<file path="src/rtl/tpg_pkg.sv">
package tpg_pkg;

    localparam int WORD_W = 12;
    localparam int WALK_W = $clog2(WORD_W);
    localparam int IDX_W  = 4;

    localparam int SHORT_LEN = 9;
    localparam int SHORT_TAP = 5;
    localparam int LONG_LEN  = 23;
    localparam int LONG_TAP  = 18;

    typedef enum logic [3:0] {
        PAT_LIVE    = 4'd0,
        PAT_MID     = 4'd1,
        PAT_POS     = 4'd2,
        PAT_NEG     = 4'd3,
        PAT_CHECK   = 4'd4,
        PAT_PN_LONG = 4'd5,
        PAT_PN_SHRT = 4'd6,
        PAT_WTOG    = 4'd7,
        PAT_USER    = 4'd8,
        PAT_BTOG    = 4'd9,
        PAT_SYNC    = 4'd10,
        PAT_WALK    = 4'd11,
        PAT_MIXED   = 4'd12
    } pat_e;

    typedef enum logic [1:0] {
        SEQ_REPEAT   = 2'd0,
        SEQ_ALT      = 2'd1,
        SEQ_ONCE     = 2'd2,
        SEQ_ALT_ONCE = 2'd3
    } seq_e;

    typedef struct packed {
        logic [IDX_W-1:0]  idx;
        logic [WALK_W-1:0] walk;
        logic [1:0]        once;
    } seq_state_t;

    typedef struct packed {
        logic [WORD_W-1:0] live;
        logic [WORD_W-1:0] ua;
        logic [WORD_W-1:0] ub;
        logic [WORD_W-1:0] pn_long;
        logic [WORD_W-1:0] pn_short;
    } src_words_t;

    // Word whose bits alternate, MSB first taking the value hi_first.
    function automatic logic [WORD_W-1:0] alt_bits(input logic hi_first);
        logic [WORD_W-1:0] w;
        for (int k = 0; k < WORD_W; k++) begin
            w[k] = ((k % 2) == 1) ? hi_first : ~hi_first;
        end
        return w;
    endfunction

    // Lower half ones, upper half zeros.
    function automatic logic [WORD_W-1:0] low_half_ones();
        logic [WORD_W-1:0] w;
        for (int k = 0; k < WORD_W; k++) begin
            w[k] = (k < WORD_W / 2);
        end
        return w;
    endfunction

    // Bit k follows index bit (k mod IDX_W).
    function automatic logic [WORD_W-1:0] mixed_bits(input logic [IDX_W-1:0] idx);
        logic [WORD_W-1:0] w;
        for (int k = 0; k < WORD_W; k++) begin
            w[k] = idx[k % IDX_W];
        end
        return w;
    endfunction

endpackage

</file>
<file path="src/rtl/tpg_prbs.sv">
module tpg_prbs #(
    parameter int LEN = 9,
    parameter int TAP = 5,
    parameter int W   = 12
) (
    input  logic         clk,
    input  logic         rst,
    input  logic         hold,
    output logic [W-1:0] pn_word
);
    logic [LEN-1:0] st_q;
    logic [LEN-1:0] st_walk;
    logic [LEN-1:0] st_next;
    logic           fb;

    // Advance W steps from the seed when held, else from the current state.
    always_comb begin
        st_walk = hold ? {LEN{1'b1}} : st_q;
        pn_word = '0;
        fb      = 1'b0;
        for (int k = 0; k < W; k++) begin
            fb             = st_walk[LEN-1] ^ st_walk[TAP-1];
            st_walk        = {st_walk[LEN-2:0], fb};
            pn_word[W-1-k] = fb;
        end
        st_next = hold ? {LEN{1'b1}} : st_walk;
    end

    always_ff @(posedge clk) begin
        if (rst) st_q <= {LEN{1'b1}};
        else     st_q <= st_next;
    end

    assert_hold_seed_R10: assert property (@(posedge clk) disable iff (rst)
        hold |=> (st_q == {LEN{1'b1}}));

    assert_no_lockup_R8: assert property (@(posedge clk) disable iff (rst)
        (st_q != '0) |=> (st_q != '0));

endmodule

</file>
<file path="src/rtl/tpg_seq_ctrl.sv">
module tpg_seq_ctrl
    import tpg_pkg::*;
(
    input  logic        clk,
    input  logic        rst,
    input  logic [3:0]  pat_sel,
    input  logic [1:0]  seq_sel,
    output seq_state_t  cur
);
    logic [5:0]        cfg_q;
    logic [IDX_W-1:0]  idx_q;
    logic [WALK_W-1:0] walk_q;
    logic [1:0]        once_q;
    logic              restart;

    assign restart = ({pat_sel, seq_sel} != cfg_q);

    always_comb begin
        cur.idx  = restart ? '0 : idx_q;
        cur.walk = restart ? '0 : walk_q;
        cur.once = restart ? '0 : once_q;
    end

    always_ff @(posedge clk) begin
        if (rst) begin
            cfg_q  <= '0;
            idx_q  <= '0;
            walk_q <= '0;
            once_q <= '0;
        end else begin
            cfg_q  <= {pat_sel, seq_sel};
            idx_q  <= cur.idx + 1'b1;
            walk_q <= (cur.walk == WALK_W'(WORD_W - 1)) ? '0 : cur.walk + 1'b1;
            once_q <= (cur.once == 2'd2) ? 2'd2 : cur.once + 1'b1;
        end
    end

    assert_restart_index_R13: assert property (@(posedge clk) disable iff (rst)
        restart |=> (idx_q == IDX_W'(1) && walk_q == WALK_W'(1) && once_q == 2'd1));

    assert_once_saturates_R12: assert property (@(posedge clk) disable iff (rst)
        (once_q == 2'd2 && !restart) |=> (once_q == 2'd2));

    assert_walk_range_R6: assert property (@(posedge clk) disable iff (rst)
        1'b1 |=> (walk_q < WALK_W'(WORD_W)));

endmodule

</file>
<file path="src/rtl/tpg_pattern_mux.sv">
module tpg_pattern_mux
    import tpg_pkg::*;
(
    input  logic [3:0]        pat_sel,
    input  logic [1:0]        seq_sel,
    input  seq_state_t        st,
    input  src_words_t        src,
    output logic [WORD_W-1:0] word
);
    logic [WORD_W-1:0] user_w;

    always_comb begin
        case (seq_e'(seq_sel))
            SEQ_REPEAT:   user_w = src.ua;
            SEQ_ALT:      user_w = st.idx[0] ? src.ub : src.ua;
            SEQ_ONCE:     user_w = (st.once == 2'd0) ? src.ua : src.live;
            default:      user_w = (st.once == 2'd0) ? src.ua :
                                   (st.once == 2'd1) ? src.ub : src.live;
        endcase
    end

    always_comb begin
        case (pat_sel)
            PAT_LIVE:    word = src.live;
            PAT_MID:     word = {1'b1, {(WORD_W-1){1'b0}}};
            PAT_POS:     word = '1;
            PAT_NEG:     word = '0;
            PAT_CHECK:   word = alt_bits(~st.idx[0]);
            PAT_PN_LONG: word = src.pn_long;
            PAT_PN_SHRT: word = src.pn_short;
            PAT_WTOG:    word = st.idx[0] ? '0 : '1;
            PAT_USER:    word = user_w;
            PAT_BTOG:    word = alt_bits(1'b1);
            PAT_SYNC:    word = low_half_ones();
            PAT_WALK:    word = WORD_W'(1) << st.walk;
            PAT_MIXED:   word = mixed_bits(st.idx);
            default:     word = src.live;
        endcase
    end

endmodule

</file>
<file path="src/rtl/tpg_top.sv">
module tpg_top
    import tpg_pkg::*;
(
    input  logic              clk,
    input  logic              rst,
    input  logic [WORD_W-1:0] live_word,
    input  logic [3:0]        pat_sel,
    input  logic [1:0]        seq_sel,
    input  logic              pn_long_hold,
    input  logic              pn_short_hold,
    input  logic [WORD_W-1:0] user_word_a,
    input  logic [WORD_W-1:0] user_word_b,
    output logic [WORD_W-1:0] word_out,
    output logic              word_valid
);
    seq_state_t        st;
    src_words_t        src;
    logic [WORD_W-1:0] pn_long_w;
    logic [WORD_W-1:0] pn_short_w;
    logic [WORD_W-1:0] mux_w;

    tpg_seq_ctrl u_seq (
        .clk     (clk),
        .rst     (rst),
        .pat_sel (pat_sel),
        .seq_sel (seq_sel),
        .cur     (st)
    );

    tpg_prbs #(.LEN(LONG_LEN), .TAP(LONG_TAP), .W(WORD_W)) u_pn_long (
        .clk     (clk),
        .rst     (rst),
        .hold    (pn_long_hold),
        .pn_word (pn_long_w)
    );

    tpg_prbs #(.LEN(SHORT_LEN), .TAP(SHORT_TAP), .W(WORD_W)) u_pn_short (
        .clk     (clk),
        .rst     (rst),
        .hold    (pn_short_hold),
        .pn_word (pn_short_w)
    );

    always_comb begin
        src.live     = live_word;
        src.ua       = user_word_a;
        src.ub       = user_word_b;
        src.pn_long  = pn_long_w;
        src.pn_short = pn_short_w;
    end

    tpg_pattern_mux u_mux (
        .pat_sel (pat_sel),
        .seq_sel (seq_sel),
        .st      (st),
        .src     (src),
        .word    (mux_w)
    );

    always_ff @(posedge clk) begin
        if (rst) begin
            word_out   <= '0;
            word_valid <= 1'b0;
        end else begin
            word_out   <= mux_w;
            word_valid <= 1'b1;
        end
    end

    assert_valid_high_R1: assert property (@(posedge clk) disable iff (rst)
        1'b1 |=> word_valid);

    assert_live_pass_R2: assert property (@(posedge clk) disable iff (rst)
        (pat_sel == 4'd0 || pat_sel >= 4'd13) |=> (word_out == $past(live_word)));

    assert_midscale_R3: assert property (@(posedge clk) disable iff (rst)
        (pat_sel == 4'd1) |=> (word_out == 12'h800));

    assert_sync_word_R6: assert property (@(posedge clk) disable iff (rst)
        (pat_sel == 4'd10) |=> (word_out == 12'h03F));

endmodule

</file>
<file path="config.mk">
export PLATFORM = sky130hd
export DESIGN_NAME = tpg_top
export DESIGN_NICKNAME = d
export VERILOG_FILES = /design/src/rtl/tpg_pkg.sv /design/src/rtl/tpg_prbs.sv /design/src/rtl/tpg_seq_ctrl.sv /design/src/rtl/tpg_pattern_mux.sv /design/src/rtl/tpg_top.sv
export SDC_FILE = /design/constraint.sdc
export NUM_CORES = 1
export LEC_CHECK = 0
export BUFFER_PORTS_ARGS = -buffer_cell sky130_fd_sc_hd__buf_2
export CAP_MARGIN = 5
export CORE_AREA = 8 8 100 102
export DETAILED_ROUTE_END_ITERATION = 8
export DIE_AREA = 0 0 108 110
export MAX_ROUTING_LAYER = met4
export RECOVER_POWER = 50
export SKIP_CTS_REPAIR_TIMING = 1
export SLEW_MARGIN = 15
export SYNTH_ARGS = -nofsm -noshare
export SYNTH_HDL_FRONTEND = slang
export SYNTH_SLANG_ARGS = --single-unit
</file>
<file path="constraint.sdc">
create_clock -name clk -period 6.6 [get_ports clk]
set_clock_uncertainty 0.15 [all_clocks]
set_input_delay 0.33 -clock clk [delete_from_list [all_inputs] [get_ports clk]]
set_output_delay 0.33 -clock clk [all_outputs]
set_load 0.01 [all_outputs]
</file>
== After elaboration in Yosys (flattened, before gate mapping) ==
Index checks and enable logic that the tools add are counted.

* Flip-flop bits (word level): 61
* Input bits: 46
* Output and inout bits: 13
* Word-level logic and storage cells: 76

* Add/subtract/negate cells: 3
* Equal/unequal tests: 18
* Shifts and indexed selects: 1
* Muxes and demuxes: 14
* Bitwise operators: 25
* Reductions and logical operators: 6

{| class="wikitable"
|+ Operator list
! cell !! number
|-
| $pmux 12 s12 || 1
|-
| $mux 12 || 5
|-
| $pmux 12 s3 || 1
|-
| $eq 4x4->1 const B || 6
|-
| $xor 1x1->1 || 24
|-
| $mux 23 || 1
|-
| $eq 4x3->1 const B || 4
|-
| $shl 1x4->12 const A || 1
|-
| $mux 9 || 1
|-
| $add 4x1->4 const B || 2
|-
| $eq 4x2->1 const B || 2
|-
| $mux 4 || 2
|-
| $reduce_or 2->1 || 4
|-
| $ne 6x6->1 || 1
|-
| $eq 2x1->1 const B || 2
|-
| $eq 2x2->1 const B || 2
|-
| $eq 4x1->1 const B || 1
|-
| $logic_not 2->1 || 2
|-
| $mux 2 || 2
|-
| $add 2x1->2 const B || 1
|-
| $mux 1 || 1
|-
| $not 1->1 || 1
|}

== Depth between registers and ports, before layout ==
* Word-level depth: 7
* Mapped depth: 16

== Cells and area by module ==
From an unflattened synthesis, not the netlist that was laid out.

* Cell total of the unflattened synthesis: 459
* Area, all modules: 3,833.7 um2

{| class="wikitable"
|+ Modules (own cells, without submodules)
! module !! instances !! cells each !! area each (um2)
|-
| tpg_pattern_mux || 1 || 230 || 1,463.9
|-
| tpg_prbs at u_pn_long || 1 || 87 || 843.3
|-
| tpg_seq_ctrl || 1 || 68 || 649.4
|-
| tpg_prbs at u_pn_short || 1 || 47 || 486.7
|-
| tpg_top || 1 || 27 || 390.4
|}

== Worst setup path after synthesis ==
No wires, ideal clock.

* Kind: input-to-reg
* Start: in seq_sel[0]
* End: reg word_out[4]
* Library setup time: 0.091 ns
* Arrival time: 2.691 ns
* Required time: 6.359 ns
* Path slack: 3.668 ns
* Stages: 15
* Buffers on the path: 5
* Cell sequence: buf_2 > xnor2_2 > and2_1 > buf_4 > and2_4 > buf_6 > nand2_1 > ha_1 > clkbuf_1 > inv_1 > clkbuf_1 > o21ai_0 > a221oi_1 > a211oi_1 > a311oi_1

* Longest elaborated chain between the ends: 7

{| class="wikitable"
|+ Ends and longest elaborated chain
! element !! RTL line !! source
|-
| start: declaration || tpg_top.sv:8 || <nowiki>input logic [1:0] seq_sel,</nowiki>
|-
| $ne 6x6->1 || tpg_seq_ctrl.sv:16 || <nowiki>assign restart = ({pat_sel, seq_sel} != cfg_q);</nowiki>
|-
| $mux 2 || tpg_seq_ctrl.sv:21 || <nowiki>cur.once = restart ? '0 : once_q;</nowiki>
|-
| $eq 2x1->1 || tpg_pattern_mux.sv:18 || <nowiki>(st.once == 2'd1) ? src.ub : src.live;</nowiki>
|-
| $mux 12 || tpg_pattern_mux.sv:18 ||
|-
| $mux 12 || tpg_pattern_mux.sv:17 || <nowiki>default: user_w = (st.once == 2'd0) ? src.ua :</nowiki>
|-
| $pmux 12 s3 || tpg_pattern_mux.sv:13 || <nowiki>case (seq_e'(seq_sel))</nowiki>
|-
| $pmux 12 s12 (*) || tpg_pattern_mux.sv:23 || <nowiki>case (pat_sel)</nowiki>
|-
| end signal: assignment || tpg_top.sv:65 || <nowiki>word_out <= mux_w;</nowiki>
|-
| end: declaration || tpg_top.sv:13 || <nowiki>output logic [WORD_W-1:0] word_out,</nowiki>
|}

Every way passes the cells marked *; elsewhere a longest branch is shown, timed or not.
A chain may end at the register's enable or synchronous reset.

== Worst setup path in the final report ==
* Start: reg u_seq.cfg_q[4]
* End: reg word_out[0]

* Longest elaborated chain between the ends: 7

{| class="wikitable"
|+ Ends and longest elaborated chain
! element !! RTL line !! source
|-
| start: declaration || tpg_seq_ctrl.sv:10 || <nowiki>logic [5:0] cfg_q;</nowiki>
|-
| start signal: assignment || tpg_seq_ctrl.sv:31 || <nowiki>cfg_q <= {pat_sel, seq_sel};</nowiki>
|-
| $ne 6x6->1 (*) || tpg_seq_ctrl.sv:16 ||
|-
| $mux 2 || tpg_seq_ctrl.sv:21 ||
|-
| $eq 2x1->1 || tpg_pattern_mux.sv:18 ||
|-
| $mux 12 || tpg_pattern_mux.sv:18 ||
|-
| $mux 12 || tpg_pattern_mux.sv:17 ||
|-
| $pmux 12 s3 || tpg_pattern_mux.sv:13 ||
|-
| $pmux 12 s12 (*) || tpg_pattern_mux.sv:23 ||
|}

Marked as above.

==> impl_metrics.sql <==
INSERT INTO impl_metrics (metric_group, metric, value, unit) VALUES
('status', 'run_status', 'complete, but fails checks', ''),
('status', 'failing_checks', 'max-capacitance violations, max-slew violations', ''),
('setup_path', 'critical-path-slowest-cell', 'sky130_fd_sc_hd__inv_1', ''),
('floorplanning', 'floorplan.rows', '34', ''),
('power_and_ir_drop', 'netSwitchingPower', '0.264', 'mW'),
('cts', 'cts.reportedPaths.clkPinSlew', '0.07', 'ns'),
('logic_synthesis', 'syn-cell-area', '3660', 'um^2'),
('power_and_ir_drop', 'internal_power', '0.584', 'mW'),
('detailed_routing', 'drt-vias-per-instance', '5.87', ''),
('detailed_routing', 'routed-via-count', '3423', ''),
('sta', 'timing.final.hold_violations', '0', ''),
('global_routing', 'grt_max_degree', '40', ''),
('setup_path', 'critical_path_buf_inv_count', '1', ''),
('cells_and_area', 'final-instance-count-excl-fill', '583', ''),
('floorplanning', 'coreArea', '8470', 'um^2'),
('sta', 'max-slew-margin-rel', '-0.228', ''),
('logic_synthesis', 'post_synth_inst_count', '431', ''),
('sta', 'fin_crit', '3.51', 'ns'),
('detailed_routing', 'post-route-drc-count', '0', ''),
('detailed_routing', 'number_of_drc_violations_after_detailed_routing_iteration_0', '315', ''),
('detailed_routing', 'postRouteWirelength', '11.5', 'mm'),
('logic_synthesis', 'synth.yosys.warnings', '0', ''),
('sta', 'setup_total_negative_slack', '0', 'ns'),
('logic_synthesis', 'synth_sequential_area_ratio', '0.333', ''),
('detailed_routing', 'drt_pass_1_iters', '5', ''),
('sta', 'timing.final.crit_share', '0.532', ''),
('logic_synthesis', 'synth_edf_count', '0', ''),
('logic_synthesis', 'synthTopCellsByArea', 'sky130_fd_sc_hd__dfxtp_1 (33%), sky130_fd_sc_hd__xnor2_1 (5.0%), sky130_fd_sc_hd__nand2_1 (4.3%)', ''),
('logic_synthesis', 'netlist_top_cells_count', 'sky130_fd_sc_hd__dfxtp_1 (61), sky130_fd_sc_hd__nand2_1 (42), sky130_fd_sc_hd__nor2_1 (41)', ''),
('logic_synthesis', 'yosys_register_bits', '61', ''),
('floorplanning', 'io_pins', '59', ''),
('run', 'number_of_violations_of_the_max_capacitance_limit', '1', ''),
('global_routing', 'globalRoute.totalOverflow', '0', ''),
('global_routing', 'global_route.usage.total', '0.199', ''),
('setup_path', 'worst_setup_path_end_kind', 'flop', ''),
('global_routing', 'grt_first_pass_wirelength', '17.8', 'mm'),
('floorplanning', 'initial_cell_density_of_the_core', '0.433', ''),
('sta', 'grt_setup_unrepaired', 'no', ''),
('power_and_ir_drop', 'power_density', '207', 'nW/um^2'),
('detailed_routing', 'route.detailed.wl_per_inst', '19.6', 'um'),
('sta', 'report.final.slew_viol_count', '40', ''),
('floorplanning', 'floorplan.die.height', '110', 'um'),
('sta', 'measured_slew_at_the_worst_slew_check_pin', '1.84', 'ns'),
('power_and_ir_drop', 'worst_ir_drop_vdd', '0.0000841', 'V'),
('floorplanning', 'die_w', '108', 'um'),
('setup_path', 'timing.critical_path.required', '6.59', 'ns'),
('min_path', 'timing.hold.worst.class', 'in2reg', ''),
('logic_synthesis', 'yosysTopAreaCellShare', '0.333', ''),
('placement', 'gp_routability_congestion', '0.999', ''),
('cts', 'h-tree-depth', '3', ''),
('cells_and_area', 'post_route_cell_area', '4090', 'um^2'),
('global_routing', 'antenna_found_initial', '0', ''),
('global_routing', 'vias_in_the_first_global_route', '3340', ''),
('cts', 'cts_max_path_buffers', '2', ''),
('cells_and_area', 'drive_gt1_frac', '0.173', ''),
('logic_synthesis', 'synth.distinct_cells', '63', ''),
('power_and_ir_drop', 'power.clock.fraction', '0.353', ''),
('setup_path', 'worst_path_largest_cell_delay', '0.50', 'ns'),
('power_and_ir_drop', 'power.static_leakage', '1.62', 'nW'),
('logic_synthesis', 'synth_area_per_cell', '8.50', 'um^2'),
('power_and_ir_drop', 'power_frac_seq', '0.469', ''),
('placement', 'post_place_cells', '567', ''),
('power_and_ir_drop', 'power_frac_comb', '0.178', ''),
('sta', 'max_freq', '0.285', 'GHz'),
('cts', 'insertion_delay', '0.35', 'ns'),
('cells_and_area', 'num_antenna_cells', '0', ''),
('logic_synthesis', 'synth_async_sr_flop_share', '0', ''),
('placement', 'io_buffers', '58', ''),
('setup_path', 'cp_max_fo', '22', ''),
('floorplanning', 'design.die.area', '11900', 'um^2'),
('setup_path', 'worst-setup-path-type', 'reg2reg', '');
## through the flow
| step | total power, mW | hold WS [ns] | setup WS [ns] | utilization |
|---|---|---|---|---|
| after CTS | 0.856 | 0.137 | 3.15 | 0.485 |
| after floorplan | 0.505 | 0.234 | 3.67 | - |
| final | 0.848 | 0.144 | 3.09 | 0.483 |
| after detailed placement | 0.556 | 0.244 | 2.85 | 0.465 |
| after global routing | 0.886 | 0.179 | 2.82 | 0.483 |
| after global placement | 0.555 | 0.238 | 2.96 | 0.465 |
## cell usage in the layout (no fill, tap or decap), drive strengths merged, types with 13 or more instances in the layout
cell type | Yosys | layout
dfxtp | 61 | 61
or3 | 15 | 15
inv | 12 | 13
nor2 | 43 | 43
nand2 | 42 | 42
clkbuf | 18 | 23
a21oi | 14 | 14
o21ai | 19 | 19
xnor2 | 24 | 24
mux2i | 13 | 13
buf | 13 | 45
## final timing paths
path	start	endpoint	slack, ns	cells past startpoint
max	u_seq.cfg_q[4]	word_out[0]	3.09	11
min	live_word[0]	word_out[0]	0.14	3
max reg2reg	u_seq.cfg_q[4]	word_out[0]	3.09	11
min reg2reg	u_pn_long.st_q[4]	u_pn_long.st_q[16]	0.26	1
## power groups by stage
| stage | Combinational (mW) | Sequential (mW) | Clock (mW) |
|---|---|---|---|
| finish | 0.151 | 0.397 | 0.299 |
| global route | 0.165 | 0.399 | 0.322 |
| CTS | 0.152 | 0.397 | 0.307 |
| detailed placement | 0.151 | 0.406 | 0 |
| global placement | 0.150 | 0.406 | 0 |
| floorplan | 0.0971 | 0.408 | 0 |
## layout make-up
type	instances	area, um^2
tap	108	135
sequential	61	1220
fill	852	4370
clock inverter	7	51.3
timing repair buffer	59	280
inverter	12	45.0
clock buffer	9	124
multi-input combinational	327	2230
## layer usage
layer | vias up | routed length [um] | track usage
met3 | 25 | 962 | 0.0395
met1 | 1609 | 5210 | 0.255
li1 | 1637 | - | -
met5 | - | 0 | -
met2 | 152 | 4970 | 0.298
met4 | 0 | 301 | 0.0842
## tightest hold or removal path: cells and delay by family
family	cells	cell delay, ns
buffers and inverters	1	0.11
and+or+nand+nor	1	0.09
AOI/OAI and AO/OA	1	0.05
## kinds of logic after synthesis
family,after synthesis,share of synthesized area
flip-flops,61,0.333
XOR/XNOR,33,0.0881
AO/OA/AOI/OAI,101,0.197
adder cells (fa/ha/maj),10,0.0342
AND/OR/NAND/NOR,159,0.222
buffers and inverters,43,0.0567
multiplexers,24,0.0693
## registers in the layout, summed over array words and instances, names as in the netlist
register / flops
u_seq.walk_q: 4
word_valid: 1
u_seq.idx_q: 4
u_seq.cfg_q: 6
u_pn_short.st_q: 9
u_seq.once_q: 2
u_pn_long.st_q: 23
word_out: 12
(Power assumes the default switching activity.)
